===== config.mk =====
export PLATFORM = sky130hd
export DESIGN_NAME = core_cstate_ctrl
export DESIGN_NICKNAME = d
export VERILOG_FILES = /design/src/rtl/cst_pkg.sv /design/src/rtl/cst_thread_req.sv /design/src/rtl/cst_core_fsm.sv /design/src/rtl/core_cstate_ctrl.sv
export SDC_FILE = /design/constraint.sdc
export NUM_CORES = 1
export LEC_CHECK = 0
export BUFFER_PORTS_ARGS = -buffer_cell sky130_fd_sc_hd__buf_2
export CORE_MARGIN = 3
export CORE_UTILIZATION = 45
export CTS_CLUSTER_DIAMETER = 150
export DETAILED_ROUTE_END_ITERATION = 7
export HOLD_SLACK_MARGIN = 0.15
export PLACE_DENSITY = 0.81
export SLEW_MARGIN = 20
export SYNTH_ARGS = -nofsm -noshare
export SYNTH_HDL_FRONTEND = slang
export SYNTH_SLANG_ARGS = --single-unit

===== constraint.sdc =====
create_clock -name clk_i -period 2.3 [get_ports clk_i]
set_input_delay 0.23 -clock clk_i [delete_from_list [all_inputs] [get_ports clk_i]]
set_output_delay 0.23 -clock clk_i [all_outputs]
set_load 0.05 [all_outputs]

===== src/rtl/cst_pkg.sv =====
package cst_pkg;
  localparam int unsigned LVL_W = 2;
  typedef logic [LVL_W-1:0] lvl_t;

  localparam lvl_t LVL_C0 = 2'd0;
  localparam lvl_t LVL_C1 = 2'd1;
  localparam lvl_t LVL_C2 = 2'd2;
  localparam lvl_t LVL_C4 = 2'd3;

  typedef enum logic [2:0] {
    CS_C0,
    CS_C1,
    CS_C2,
    CS_C2_SNP,
    CS_FLUSH,
    CS_C4,
    CS_RESTART
  } core_st_e;
endpackage


===== src/rtl/cst_thread_req.sv =====
module cst_thread_req
  import cst_pkg::*;
(
  input  logic clk_i,
  input  logic rst_ni,
  input  logic accept_i,
  input  logic freeze_i,
  input  logic clr_i,
  input  logic io_vld_i,
  input  logic io_lvl4_i,
  input  logic mw_vld_i,
  input  lvl_t mw_tgt_i,
  input  logic halt_i,
  input  logic wake_i,
  output lvl_t lvl_q_o,
  output lvl_t lvl_d_o
);
  lvl_t lvl_q, lvl_d;

  always_comb begin
    lvl_d = lvl_q;
    if (clr_i)                lvl_d = LVL_C0;
    else if (!freeze_i) begin
      if (wake_i)             lvl_d = LVL_C0;
      else if (accept_i) begin
        if (halt_i)           lvl_d = LVL_C1;
        else if (mw_vld_i)    lvl_d = mw_tgt_i;
        else if (io_vld_i)    lvl_d = io_lvl4_i ? LVL_C4 : LVL_C2;
      end
    end
  end

  always_ff @(posedge clk_i or negedge rst_ni)
    if (!rst_ni) lvl_q <= LVL_C0;
    else         lvl_q <= lvl_d;

  assign lvl_q_o = lvl_q;
  assign lvl_d_o = lvl_d;
endmodule


===== src/rtl/cst_core_fsm.sv =====
module cst_core_fsm
  import cst_pkg::*;
(
  input  logic     clk_i,
  input  logic     rst_ni,
  input  lvl_t     common_d_i,
  input  logic     snoop_i,
  input  logic     wake_any_i,
  input  logic     flush_done_i,
  output core_st_e state_o
);
  core_st_e st_q, st_d;
  logic     wake_pend_q;

  always_comb begin
    st_d = st_q;
    unique case (st_q)
      CS_C0: begin
        unique case (common_d_i)
          LVL_C1:  st_d = CS_C1;
          LVL_C2:  st_d = CS_C2;
          LVL_C4:  st_d = CS_FLUSH;
          default: st_d = CS_C0;
        endcase
      end
      CS_C1:      if (common_d_i == LVL_C0) st_d = CS_C0;
      CS_C2: begin
        if (common_d_i == LVL_C0) st_d = CS_C0;
        else if (snoop_i)         st_d = CS_C2_SNP;
      end
      CS_C2_SNP:  st_d = (common_d_i == LVL_C0) ? CS_C0 : CS_C2;
      CS_FLUSH:   if (flush_done_i) st_d = CS_C4;
      CS_C4:      if (wake_any_i || wake_pend_q) st_d = CS_RESTART;
      CS_RESTART: st_d = CS_C0;
      default:    st_d = CS_C0;
    endcase
  end

  always_ff @(posedge clk_i or negedge rst_ni)
    if (!rst_ni) begin
      st_q        <= CS_C0;
      wake_pend_q <= 1'b0;
    end else begin
      st_q <= st_d;
      // a wake during the flush is held until the gated state is reached
      if (st_q == CS_FLUSH && wake_any_i) wake_pend_q <= 1'b1;
      else if (st_q == CS_RESTART)        wake_pend_q <= 1'b0;
    end

  assign state_o = st_q;
endmodule


===== src/rtl/core_cstate_ctrl.sv =====
module core_cstate_ctrl
  import cst_pkg::*;
#(
  parameter int unsigned NUM_THR = 2
) (
  input  logic                       clk_i,
  input  logic                       rst_ni,
  input  logic [NUM_THR-1:0]         io_rd_vld_i,
  input  logic [NUM_THR-1:0]         io_rd_lvl4_i,
  input  logic [NUM_THR-1:0]         mwait_vld_i,
  input  logic [LVL_W*NUM_THR-1:0]   mwait_tgt_i,
  input  logic [NUM_THR-1:0]         halt_i,
  input  logic [NUM_THR-1:0]         wake_i,
  input  logic                       snoop_i,
  input  logic                       stpclk_ni,
  input  logic                       cfg_dsleep_en_i,
  input  logic                       cfg_dcs_en_i,
  input  logic                       flush_done_i,
  output logic [LVL_W-1:0]           core_state_o,
  output logic                       snoop_sub_o,
  output logic                       flush_req_o,
  output logic                       clk_gate_o,
  output logic                       stop_grant_ack_o,
  output logic                       pkg_dsleep_req_o,
  output logic [LVL_W*NUM_THR-1:0]   thr_state_o
);
  core_st_e state;
  lvl_t     thr_d [NUM_THR];
  lvl_t     common_d;
  logic     accept, freeze, clr_all;

  assign accept  = (state == CS_C0);
  assign freeze  = (state == CS_FLUSH) || (state == CS_C4) || (state == CS_RESTART);
  assign clr_all = (state == CS_RESTART);

  for (genvar t = 0; t < NUM_THR; t++) begin : g_thr
    lvl_t lvl_q;
    cst_thread_req u_thr (
      .clk_i     (clk_i),
      .rst_ni    (rst_ni),
      .accept_i  (accept),
      .freeze_i  (freeze),
      .clr_i     (clr_all),
      .io_vld_i  (io_rd_vld_i[t]),
      .io_lvl4_i (io_rd_lvl4_i[t]),
      .mw_vld_i  (mwait_vld_i[t]),
      .mw_tgt_i  (mwait_tgt_i[LVL_W*t +: LVL_W]),
      .halt_i    (halt_i[t]),
      .wake_i    (wake_i[t]),
      .lvl_q_o   (lvl_q),
      .lvl_d_o   (thr_d[t])
    );
    assign thr_state_o[LVL_W*t +: LVL_W] = lvl_q;
  end

  // shallowest next-cycle request across threads
  always_comb begin
    common_d = LVL_C4;
    for (int t = 0; t < NUM_THR; t++)
      if (thr_d[t] < common_d) common_d = thr_d[t];
  end

  cst_core_fsm u_fsm (
    .clk_i        (clk_i),
    .rst_ni       (rst_ni),
    .common_d_i   (common_d),
    .snoop_i      (snoop_i),
    .wake_any_i   (|wake_i),
    .flush_done_i (flush_done_i),
    .state_o      (state)
  );

  always_comb begin
    unique case (state)
      CS_C1:                          core_state_o = LVL_C1;
      CS_C2, CS_C2_SNP:               core_state_o = LVL_C2;
      CS_FLUSH, CS_C4, CS_RESTART:    core_state_o = LVL_C4;
      default:                        core_state_o = LVL_C0;
    endcase
  end

  assign snoop_sub_o      = (state == CS_C2_SNP);
  assign flush_req_o      = (state == CS_FLUSH);
  assign clk_gate_o       = (state == CS_C4);
  assign stop_grant_ack_o = (state == CS_C2) && !stpclk_ni;
  assign pkg_dsleep_req_o = (state == CS_C4) && cfg_dsleep_en_i && cfg_dcs_en_i;
endmodule


==> results of run 1 <==
[synthesized netlist by cell type (all sizes together) (2+ instances only)]
cell type	number	area (sq um)
dfrtp	8	200
a211oi	3	27.5
nor3	4	25.0
mux2	2	22.5
o21ai	6	30.0
o22ai	2	18.8
o21a	5	37.5
mux2i	2	20.0
a21oi	5	25.0
nand3	3	15.0
nand2	6	22.5
ha	2	25.0
inv	4	15.0
nor2	9	33.8
nor2b	4	25.0
buf	2	12.5
[per-stage QoR]
step / instances / instance area (sq um) / power, mW / setup WS, ns / utilization
2_1_floorplan: 84 / 714 / 0.773 / 0.214 / -
3_3_place_gp: 130 / 895 / 0.917 / 0.211 / 0.647
3_5_place_dp: 130 / 895 / 0.938 / 0.0833 / 0.647
4_1_cts: 134 / 927 / 1.06 / 0.0349 / 0.671
5_1_grt: 135 / 955 / 1.16 / 0.0171 / 0.690
6_report: 135 / 955 / 1.09 / 0.163 / 0.690
[worst max-delay path, stage by stage (launching register included)]
cell                       delay [ns]
sky130_fd_sc_hd__dfrtp_2         0.47
sky130_fd_sc_hd__nor2b_4         0.16
sky130_fd_sc_hd__nor2_1          0.19
sky130_fd_sc_hd__o21ai_0         0.11
sky130_fd_sc_hd__o21a_1          0.15
sky130_fd_sc_hd__ha_1            0.29
sky130_fd_sc_hd__nor2b_1         0.15
sky130_fd_sc_hd__nor2_1          0.09
sky130_fd_sc_hd__nand4_1         0.10
sky130_fd_sc_hd__o311a_2         0.14
sky130_fd_sc_hd__a211oi_2        0.18
[final timing paths]
path	start	to	slack [ns]	depth (start not counted)
max reg2reg	u_fsm.state_o[1]	u_fsm.state_o[0]	0.16	10
min	rst_ni	g_thr[1].u_thr.lvl_q_o[0]	0.34	2
min reg2reg	u_fsm.wake_pend_q	u_fsm.wake_pend_q	0.49	1
max	u_fsm.state_o[1]	u_fsm.state_o[0]	0.16	10
min in group clk_i	wake_i[0]	g_thr[0].u_thr.lvl_q_o[1]	0.36	3
max in group asynchronous	rst_ni	u_fsm.state_o[2]	1.76	2
[per-layer routing]
layer / part of all wire / vias up / GRT usage
met5: 0 / - / 0
met4: 0.019 / 0 / 0.0795
met3: 0.083 / 9 / 0.0356
met2: 0.50 / 41 / 0.373
met1: 0.39 / 384 / 0.242
li1: - / 391 / -
[flip-flops by register name, indices dropped and copies added, names as in the netlist]
| name | count |
|---|---|
| g_thr.u_thr.lvl_q_o | 4 |
| u_fsm.state_o | 3 |
| u_fsm.wake_pend_q | 1 |
[cells in the final DEF, fill, tap and decap left out, drive strengths merged, types with 2 or more instances in the layout]
cell type  netlist  routed
mux2i            2       2
nor3             4       4
o21a             5       5
buf              2      35
nor2b            4       4
clkbuf           1       3
nand3            3       3
a21oi            5       5
nand2            6       6
inv              4       4
o22ai            2       2
o21ai            6       6
a211oi           3       3
dfrtp            8       8
nor2             9       9
ha               2       2
mux2             2       2
[layout make-up]
class                           instances  share of cell area
Tap cell                               15              0.0197
Timing Repair Buffer                   36               0.204
Clock buffer                            3              0.0236
Inverter                                4              0.0157
Sequential cell                         8               0.212
Multi-Input combinational cell         69               0.524
[power by group]
part | internal [mW] | switching (mW)
logic | 0.262 | 0.468
clock network | 0.0603 | 0.0555
registers | 0.193 | 0.0514
total | 0.515 | 0.575
[repair_timing]
| item | CTS | global route |
|---|---|---|
| hold buffers | 1 | 0 |
| endpoints found under the hold margin | 8 | 0 |
| setup buffers | 0 | 1 |
| gates resized for setup | 0 | 6 |
| endpoints found under the setup margin | 0 | 3 |
[kinds of logic after synthesis]
group	synth area share
mux	0.0598
buf+inv	0.0439
simple gates	0.253
compound gates	0.327
fa+ha+maj	0.0351
flops	0.281
==> flow_results.xml, run 1 <==
<?xml version="1.0" encoding="UTF-8"?>
<metrics>
  <group name="floorplanning">
    <metric name="dieWidth" unit="microns">45.8</metric>
    <metric name="fp.coreArea" unit="sq um">1380</metric>
    <metric name="initial_utilization" unit="">0.515</metric>
    <metric name="design.die.area" unit="sq um">2100</metric>
    <metric name="placementRows" unit="">13</metric>
    <metric name="die-height" unit="microns">45.8</metric>
    <metric name="ios" unit="">32</metric>
  </group>
  <group name="cells_and_area">
    <metric name="antenna_cells_inserted" unit="">0</metric>
    <metric name="drive_above_1_share" unit="">0.433</metric>
    <metric name="n_fill_cell" unit="">106</metric>
    <metric name="layout-area-overhead-vs-synth" unit="%">34.1</metric>
    <metric name="multi_input_comb_area" unit="sq um">500</metric>
    <metric name="regArea" unit="sq um">203</metric>
    <metric name="fin_nets" unit="">145</metric>
  </group>
  <group name="route">
    <metric name="drt_pre_antenna_iters" unit="">4</metric>
    <metric name="first_iter_violations" unit="">46</metric>
    <metric name="route.detailed.wl_per_inst" unit="microns">16.2</metric>
    <metric name="postRouteWirelength" unit="microns">2190</metric>
    <metric name="drc" unit="">0</metric>
    <metric name="via_count" unit="">825</metric>
    <metric name="ant_nets" unit="">0</metric>
    <metric name="detail_route.vias_per_cell" unit="">6.11</metric>
  </group>
  <group name="placement">
    <metric name="dp_hpwl" unit="microns">1630</metric>
    <metric name="gp_routability_congestion" unit="">0.848</metric>
    <metric name="numPortBuffers" unit="">31</metric>
  </group>
  <group name="global_routing">
    <metric name="grt_pass1_vias" unit="">796</metric>
    <metric name="global_route.usage.total" unit="">0.208</metric>
    <metric name="grt_max_degree" unit="">16</metric>
    <metric name="grt_first_pass_wirelength" unit="microns">3170</metric>
    <metric name="grt_overflow_total" unit="">0</metric>
    <metric name="antenna_found_initial" unit="">0</metric>
  </group>
  <group name="worst_setup_path">
    <metric name="worstPathMaxFanout" unit="">9</metric>
    <metric name="critPathKind" unit="">reg -&gt; reg</metric>
    <metric name="setup.worst_path.start_class" unit="">register</metric>
    <metric name="setup.worst_path.end_class" unit="">register</metric>
    <metric name="crit_required" unit="ns">2.48</metric>
    <metric name="crit_arrival" unit="ns">2.32</metric>
  </group>
  <group name="yosys">
    <metric name="seq_area_frac_synth" unit="">0.281</metric>
    <metric name="yosys_warnings" unit="">0</metric>
    <metric name="dominantRegCellSynth" unit="">sky130_fd_sc_hd__dfrtp_1</metric>
    <metric name="synth_fp_nets" unit="">107</metric>
    <metric name="ys_seq_elements" unit="">8</metric>
    <metric name="syn-cell-area" unit="sq um">712</metric>
    <metric name="ys_async_rst_share" unit="">1.00</metric>
    <metric name="average_footprint_of_a_synthesized_cell" unit="sq um">8.48</metric>
    <metric name="synth-edff-count" unit="">0</metric>
    <metric name="netlist-cell-type-count" unit="">40</metric>
    <metric name="syn-instance-count" unit="">84</metric>
  </group>
  <group name="sta">
    <metric name="final.min_clock_period" unit="ns">2.14</metric>
    <metric name="rsz0062_at_grt" unit="">false</metric>
    <metric name="worst_slew_margin_rel" unit="">0.779</metric>
    <metric name="fin_setup_tns" unit="ns">0</metric>
    <metric name="timing_max_transition_violations_final" unit="">0</metric>
    <metric name="hold_violations" unit="">0</metric>
    <metric name="slew_at_the_pin_with_the_worst_max_slew_slack" unit="ns">0.328</metric>
    <metric name="setup_viol_count_final" unit="">0</metric>
    <metric name="layout_worst_path_cycle_share" unit="">0.929</metric>
    <metric name="skew" unit="ns">0.000796</metric>
    <metric name="timing.fmax" unit="GHz">0.468</metric>
    <metric name="finalHoldWorstSlack" unit="ns">0.344</metric>
  </group>
  <group name="job">
    <metric name="max_cap_viol_count" unit="">0</metric>
  </group>
  <group name="clock_tree">
    <metric name="clock_tree.buffer_depth" unit="">2</metric>
    <metric name="htree_levels" unit="">1</metric>
    <metric name="cts_root_buf" unit="">sky130_fd_sc_hd__clkbuf_4</metric>
    <metric name="clock_latency" unit="ns">0.26</metric>
    <metric name="cts_tree" unit="">built</metric>
    <metric name="clk_transition_reported_paths" unit="ns">0.06</metric>
    <metric name="cts.sink_count" unit="">8</metric>
    <metric name="numCtsBuffers" unit="">3</metric>
  </group>
  <group name="pwr">
    <metric name="pwr_density_cell" unit="nW/um^2">1140</metric>
    <metric name="peak_supply_drop" unit="mV">0.664</metric>
    <metric name="total_leakage_power" unit="nW">0.463</metric>
  </group>
  <group name="status">
    <metric name="outcome" unit="">complete, no violations</metric>
  </group>
  <group name="hold_path">
    <metric name="hp-class" unit="">in -&gt; async</metric>
  </group>
</metrics>
No activity file was read; power rests on OpenSTA's default activity.
==> run 2: changes to the inputs <==
Settings changed: ABC_AREA set to 1.
==> run 2 against run 1 <==
Clock skew increased by 0.0089 ns; sequential power increased by 3%; synthesized cell count grew 29%; first-iteration DRC count is 28% lower; combinational power rose by 62%; sequential share of layout area is 0.63 points lower; largest cell class unchanged; clock power is essentially flat; via count fell by 0.97%; register-to-register slack got worse by 0.03 ns.
==> flow_results.xml, run 2 <==
<?xml version="1.0" encoding="UTF-8"?>
<metrics>
  <group name="worst_setup_path">
    <metric name="setup_slack_reg_to_reg" unit="ns">0.13</metric>
    <metric name="critical-path-slowest-cell" unit="">sky130_fd_sc_hd__dfrtp_2</metric>
    <metric name="critPathMaxStageDelay" unit="ns">0.44</metric>
    <metric name="worstPathMaxFanout" unit="">7</metric>
    <metric name="crit_arrival" unit="ns">2.36</metric>
    <metric name="reg2reg_depth" unit="">13</metric>
    <metric name="critical_path.most_common_cell" unit="">sky130_fd_sc_hd__nand2_4</metric>
    <metric name="critPathKind" unit="">reg -&gt; reg</metric>
    <metric name="r2r_end" unit="">u_fsm.state_o[0]</metric>
    <metric name="crit_required" unit="ns">2.49</metric>
    <metric name="setup.worst_path.end_class" unit="">register</metric>
    <metric name="timing.critical_path.cells" unit="">nor2_4 -&gt; nand2_4 -&gt; inv_2 -&gt; o21ai_2 -&gt; a221oi_4 -&gt; ha_1 -&gt; nand2_1 -&gt; nand2_2 -&gt; nand2_4 -&gt; nand2_4 -&gt; a21oi_2 -&gt; nand3_1 -&gt; nand2_1</metric>
    <metric name="setup.worst_path.start_class" unit="">register</metric>
    <metric name="rr_startpoint" unit="">u_fsm.state_o[0]</metric>
  </group>
  <group name="cells_and_area">
    <metric name="largest_register_ffs" unit="">4</metric>
    <metric name="final_std_cells_w_o_fill" unit="">164</metric>
    <metric name="n_fill_cell" unit="">118</metric>
    <metric name="antenna_cells_inserted" unit="">0</metric>
    <metric name="layout-area-overhead-vs-synth" unit="%">39.8</metric>
    <metric name="most_frequent_cells_in_the_layout" unit="">sky130_fd_sc_hd__buf_2, sky130_fd_sc_hd__nand2_1, sky130_fd_sc_hd__inv_1, sky130_fd_sc_hd__nor2_1, sky130_fd_sc_hd__buf_4</metric>
    <metric name="drive_above_1_share" unit="">0.450</metric>
    <metric name="most_frequent_standard_cell_in_the_layout_excluding_fill_and_tap_cells" unit="">sky130_fd_sc_hd__buf_2</metric>
    <metric name="fin_nets" unit="">174</metric>
  </group>
  <group name="route">
    <metric name="route.detailed.wl_per_inst" unit="microns">12.3</metric>
    <metric name="drt_pre_antenna_iters" unit="">4</metric>
    <metric name="postRouteWirelength" unit="microns">2020</metric>
    <metric name="first_iter_violations" unit="">33</metric>
    <metric name="via_count" unit="">817</metric>
    <metric name="drc" unit="">0</metric>
    <metric name="detail_route.vias_per_cell" unit="">4.98</metric>
    <metric name="ant_nets" unit="">0</metric>
  </group>
  <group name="yosys">
    <metric name="dominantRegCellSynth" unit="">sky130_fd_sc_hd__dfrtp_1</metric>
    <metric name="post-synth-top-area-cell" unit="">sky130_fd_sc_hd__dfrtp_1</metric>
    <metric name="seq_area_frac_synth" unit="">0.283</metric>
    <metric name="synth-edff-count" unit="">0</metric>
    <metric name="syn-instance-count" unit="">108</metric>
    <metric name="most_common_cell_in_the_synthesized_netlist" unit="">sky130_fd_sc_hd__nand2_1</metric>
    <metric name="ys_seq_elements" unit="">8</metric>
    <metric name="syn-cell-area" unit="sq um">708</metric>
    <metric name="netlist-cell-type-count" unit="">23</metric>
    <metric name="post-synth-top-area-fraction" unit="">0.283</metric>
    <metric name="post_synth_main_area_contributors" unit="">sky130_fd_sc_hd__dfrtp_1, sky130_fd_sc_hd__nand2_1, sky130_fd_sc_hd__inv_1</metric>
    <metric name="synth_fp_nets" unit="">131</metric>
    <metric name="yosys_warnings" unit="">0</metric>
    <metric name="synth.top_cells.by_count" unit="">sky130_fd_sc_hd__nand2_1, sky130_fd_sc_hd__inv_1, sky130_fd_sc_hd__nor2_1</metric>
    <metric name="ys_async_rst_share" unit="">1.00</metric>
    <metric name="average_footprint_of_a_synthesized_cell" unit="sq um">6.56</metric>
  </group>
  <group name="global_routing">
    <metric name="grt_first_pass_wirelength" unit="microns">2950</metric>
    <metric name="met1_usage" unit="">0.245</metric>
    <metric name="antenna_found_initial" unit="">0</metric>
    <metric name="grt_max_degree" unit="">9</metric>
    <metric name="groute.layer.met2.usage" unit="">0.345</metric>
    <metric name="grt_overflow_total" unit="">0</metric>
    <metric name="grt_pass1_vias" unit="">698</metric>
    <metric name="gr_met3_demand_resource" unit="">0.0632</metric>
    <metric name="global_route.usage.total" unit="">0.201</metric>
    <metric name="busiest_layer" unit="">met2</metric>
  </group>
  <group name="status">
    <metric name="outcome" unit="">complete, no violations</metric>
  </group>
  <group name="pwr">
    <metric name="peak_supply_drop" unit="mV">0.793</metric>
    <metric name="report.power.total" unit="mW">1.54</metric>
    <metric name="total_leakage_power" unit="nW">0.598</metric>
    <metric name="pwr_density_cell" unit="nW/um^2">1560</metric>
  </group>
  <group name="floorplanning">
    <metric name="die-height" unit="microns">45.7</metric>
    <metric name="design.die.area" unit="sq um">2090</metric>
    <metric name="fp.coreArea" unit="sq um">1380</metric>
    <metric name="dieWidth" unit="microns">45.7</metric>
    <metric name="ios" unit="">32</metric>
    <metric name="initial_utilization" unit="">0.512</metric>
    <metric name="placementRows" unit="">13</metric>
  </group>
  <group name="hold_path">
    <metric name="timing.hold.worst_endpoint" unit="">u_fsm.wake_pend_q</metric>
    <metric name="hp-class" unit="">in -&gt; reg</metric>
    <metric name="holdCritStartpoint" unit="">wake_i[1]</metric>
    <metric name="timing.hold.worst_path_depth" unit="">3</metric>
  </group>
  <group name="sta">
    <metric name="hold_violations" unit="">0</metric>
    <metric name="skew" unit="ns">0.00970</metric>
    <metric name="slew_at_the_pin_with_the_worst_max_slew_slack" unit="ns">0.595</metric>
    <metric name="fin_setup_tns" unit="ns">0</metric>
    <metric name="final.min_clock_period" unit="ns">2.17</metric>
    <metric name="worst_slew_margin_rel" unit="">0.600</metric>
    <metric name="setup_viol_count_final" unit="">0</metric>
    <metric name="layout_worst_path_cycle_share" unit="">0.944</metric>
    <metric name="rsz0062_at_grt" unit="">false</metric>
    <metric name="timing.fmax" unit="GHz">0.460</metric>
    <metric name="finalHoldWorstSlack" unit="ns">0.244</metric>
    <metric name="timing_max_transition_violations_final" unit="">0</metric>
  </group>
  <group name="placement">
    <metric name="gp_routability_congestion" unit="">1.00</metric>
    <metric name="placedCellCount" unit="">154</metric>
    <metric name="numPortBuffers" unit="">31</metric>
    <metric name="dp_hpwl" unit="microns">1550</metric>
  </group>
  <group name="clock_tree">
    <metric name="cts.sink_count" unit="">8</metric>
    <metric name="cts_tree" unit="">built</metric>
    <metric name="clock_latency" unit="ns">0.27</metric>
    <metric name="cts_root_buf" unit="">sky130_fd_sc_hd__clkbuf_4</metric>
    <metric name="clk_transition_reported_paths" unit="ns">0.06</metric>
    <metric name="htree_levels" unit="">1</metric>
    <metric name="clock_tree.buffer_depth" unit="">2</metric>
    <metric name="numCtsBuffers" unit="">3</metric>
  </group>
  <group name="job">
    <metric name="max_cap_viol_count" unit="">0</metric>
  </group>
</metrics>
==> run 2: cell types whose count changed in the layout (fill, tap and decap cells not counted), moves of 3 or more <==
| cell | before | now |
|---|---|---|
| sky130_fd_sc_hd__nor2_1 | 8 | 16 |
| sky130_fd_sc_hd__inv_2 | 1 | 4 |
| sky130_fd_sc_hd__nand2_4 | 0 | 3 |
| sky130_fd_sc_hd__nor2b_1 | 3 | 0 |
| sky130_fd_sc_hd__nand2_1 | 6 | 22 |
| sky130_fd_sc_hd__inv_1 | 3 | 20 |
| sky130_fd_sc_hd__a21oi_1 | 5 | 1 |
| sky130_fd_sc_hd__o21a_1 | 5 | 0 |
| sky130_fd_sc_hd__nand2_2 | 0 | 5 |
| sky130_fd_sc_hd__nor3_1 | 3 | 0 |
==> run 2: logic make-up (layout without fill, tap and decap cells) <==
| logic type | after synthesis | count (layout) | share of synthesized area |
|---|---|---|---|
| compound gates | 15 | 15 | 0.150 |
| fa+ha+maj | 2 | 2 | 0.0353 |
| buf+inv | 25 | 66 | 0.133 |
| flops | 8 | 8 | 0.283 |
| simple gates | 58 | 58 | 0.399 |
==> run 2: critical path, delay by kind of cell (launching register included) <==
kind | cells | cell delay, ns
simple gates | 8 | 0.71
compound gates | 3 | 0.60
flops | 1 | 0.44
fa+ha+maj | 1 | 0.29
buf+inv | 1 | 0.08
==> run 2: power breakdown <==
| group | internal, mW | switching (mW) |
|---|---|---|
| Sequential | 0.205 | 0.0480 |
| Combinational | 0.385 | 0.793 |
| Clock | 0.0600 | 0.0528 |
| Total | 0.650 | 0.894 |
==> run 2: stage by stage <==
stage / setup slack, ns / area [sq um] / utilization
3_3_place_gp: 0.133 / 882 / 0.638
5_1_grt: 0.00507 / 990 / 0.716
2_1_floorplan: 0.240 / 708 / -
4_1_cts: 0.0409 / 921 / 0.666
3_5_place_dp: -0.00332 / 882 / 0.638
6_report: 0.128 / 990 / 0.716
==> run 2: final cells by class <==
class | instances | area [sq um] | share of cell area
clock buffer | 3 | 22.5 | 0.0228
inverter | 25 | 96.3 | 0.0973
multi-input combinational | 75 | 438 | 0.442
sequential | 8 | 204 | 0.206
tap | 15 | 18.8 | 0.0190
timing repair buffer | 38 | 210 | 0.212
==> run 2: metal layers <==
layer  vias to the layer above  part of all wire
met2                        34              0.51
met4                         0            0.0020
met5                         -                 0
met1                       365              0.40
met3                         2             0.082
li1                        416                 -
==> run 2: worst max path at each step <==
| stage | start | endpoint | slack, ns | cells after the start |
|---|---|---|---|---|
| after detailed placement | u_fsm.state_o[1] | u_fsm.state_o[0] | -0.003 | 13 |
| after global routing | u_fsm.state_o[0] | u_fsm.state_o[1] | 0.005 | 13 |
| after CTS | u_fsm.state_o[1] | u_fsm.state_o[0] | 0.04 | 13 |
| after floorplan | u_fsm.state_o[1] | pkg_dsleep_req_o | 0.24 | 5 |
| final | u_fsm.state_o[0] | u_fsm.state_o[0] | 0.13 | 13 |
| after global placement | u_fsm.state_o[1] | u_fsm.state_o[0] | 0.13 | 14 |
==> run 2: timing repair <==
action | in CTS | in global routing
hold buffers | 1 | 0
setup buffers | 0 | 6
gates resized for setup | 1 | 10
pin swaps | 0 | 5
endpoints found under the hold margin | 8 | 0
setup endpoints to repair | 2 | 2
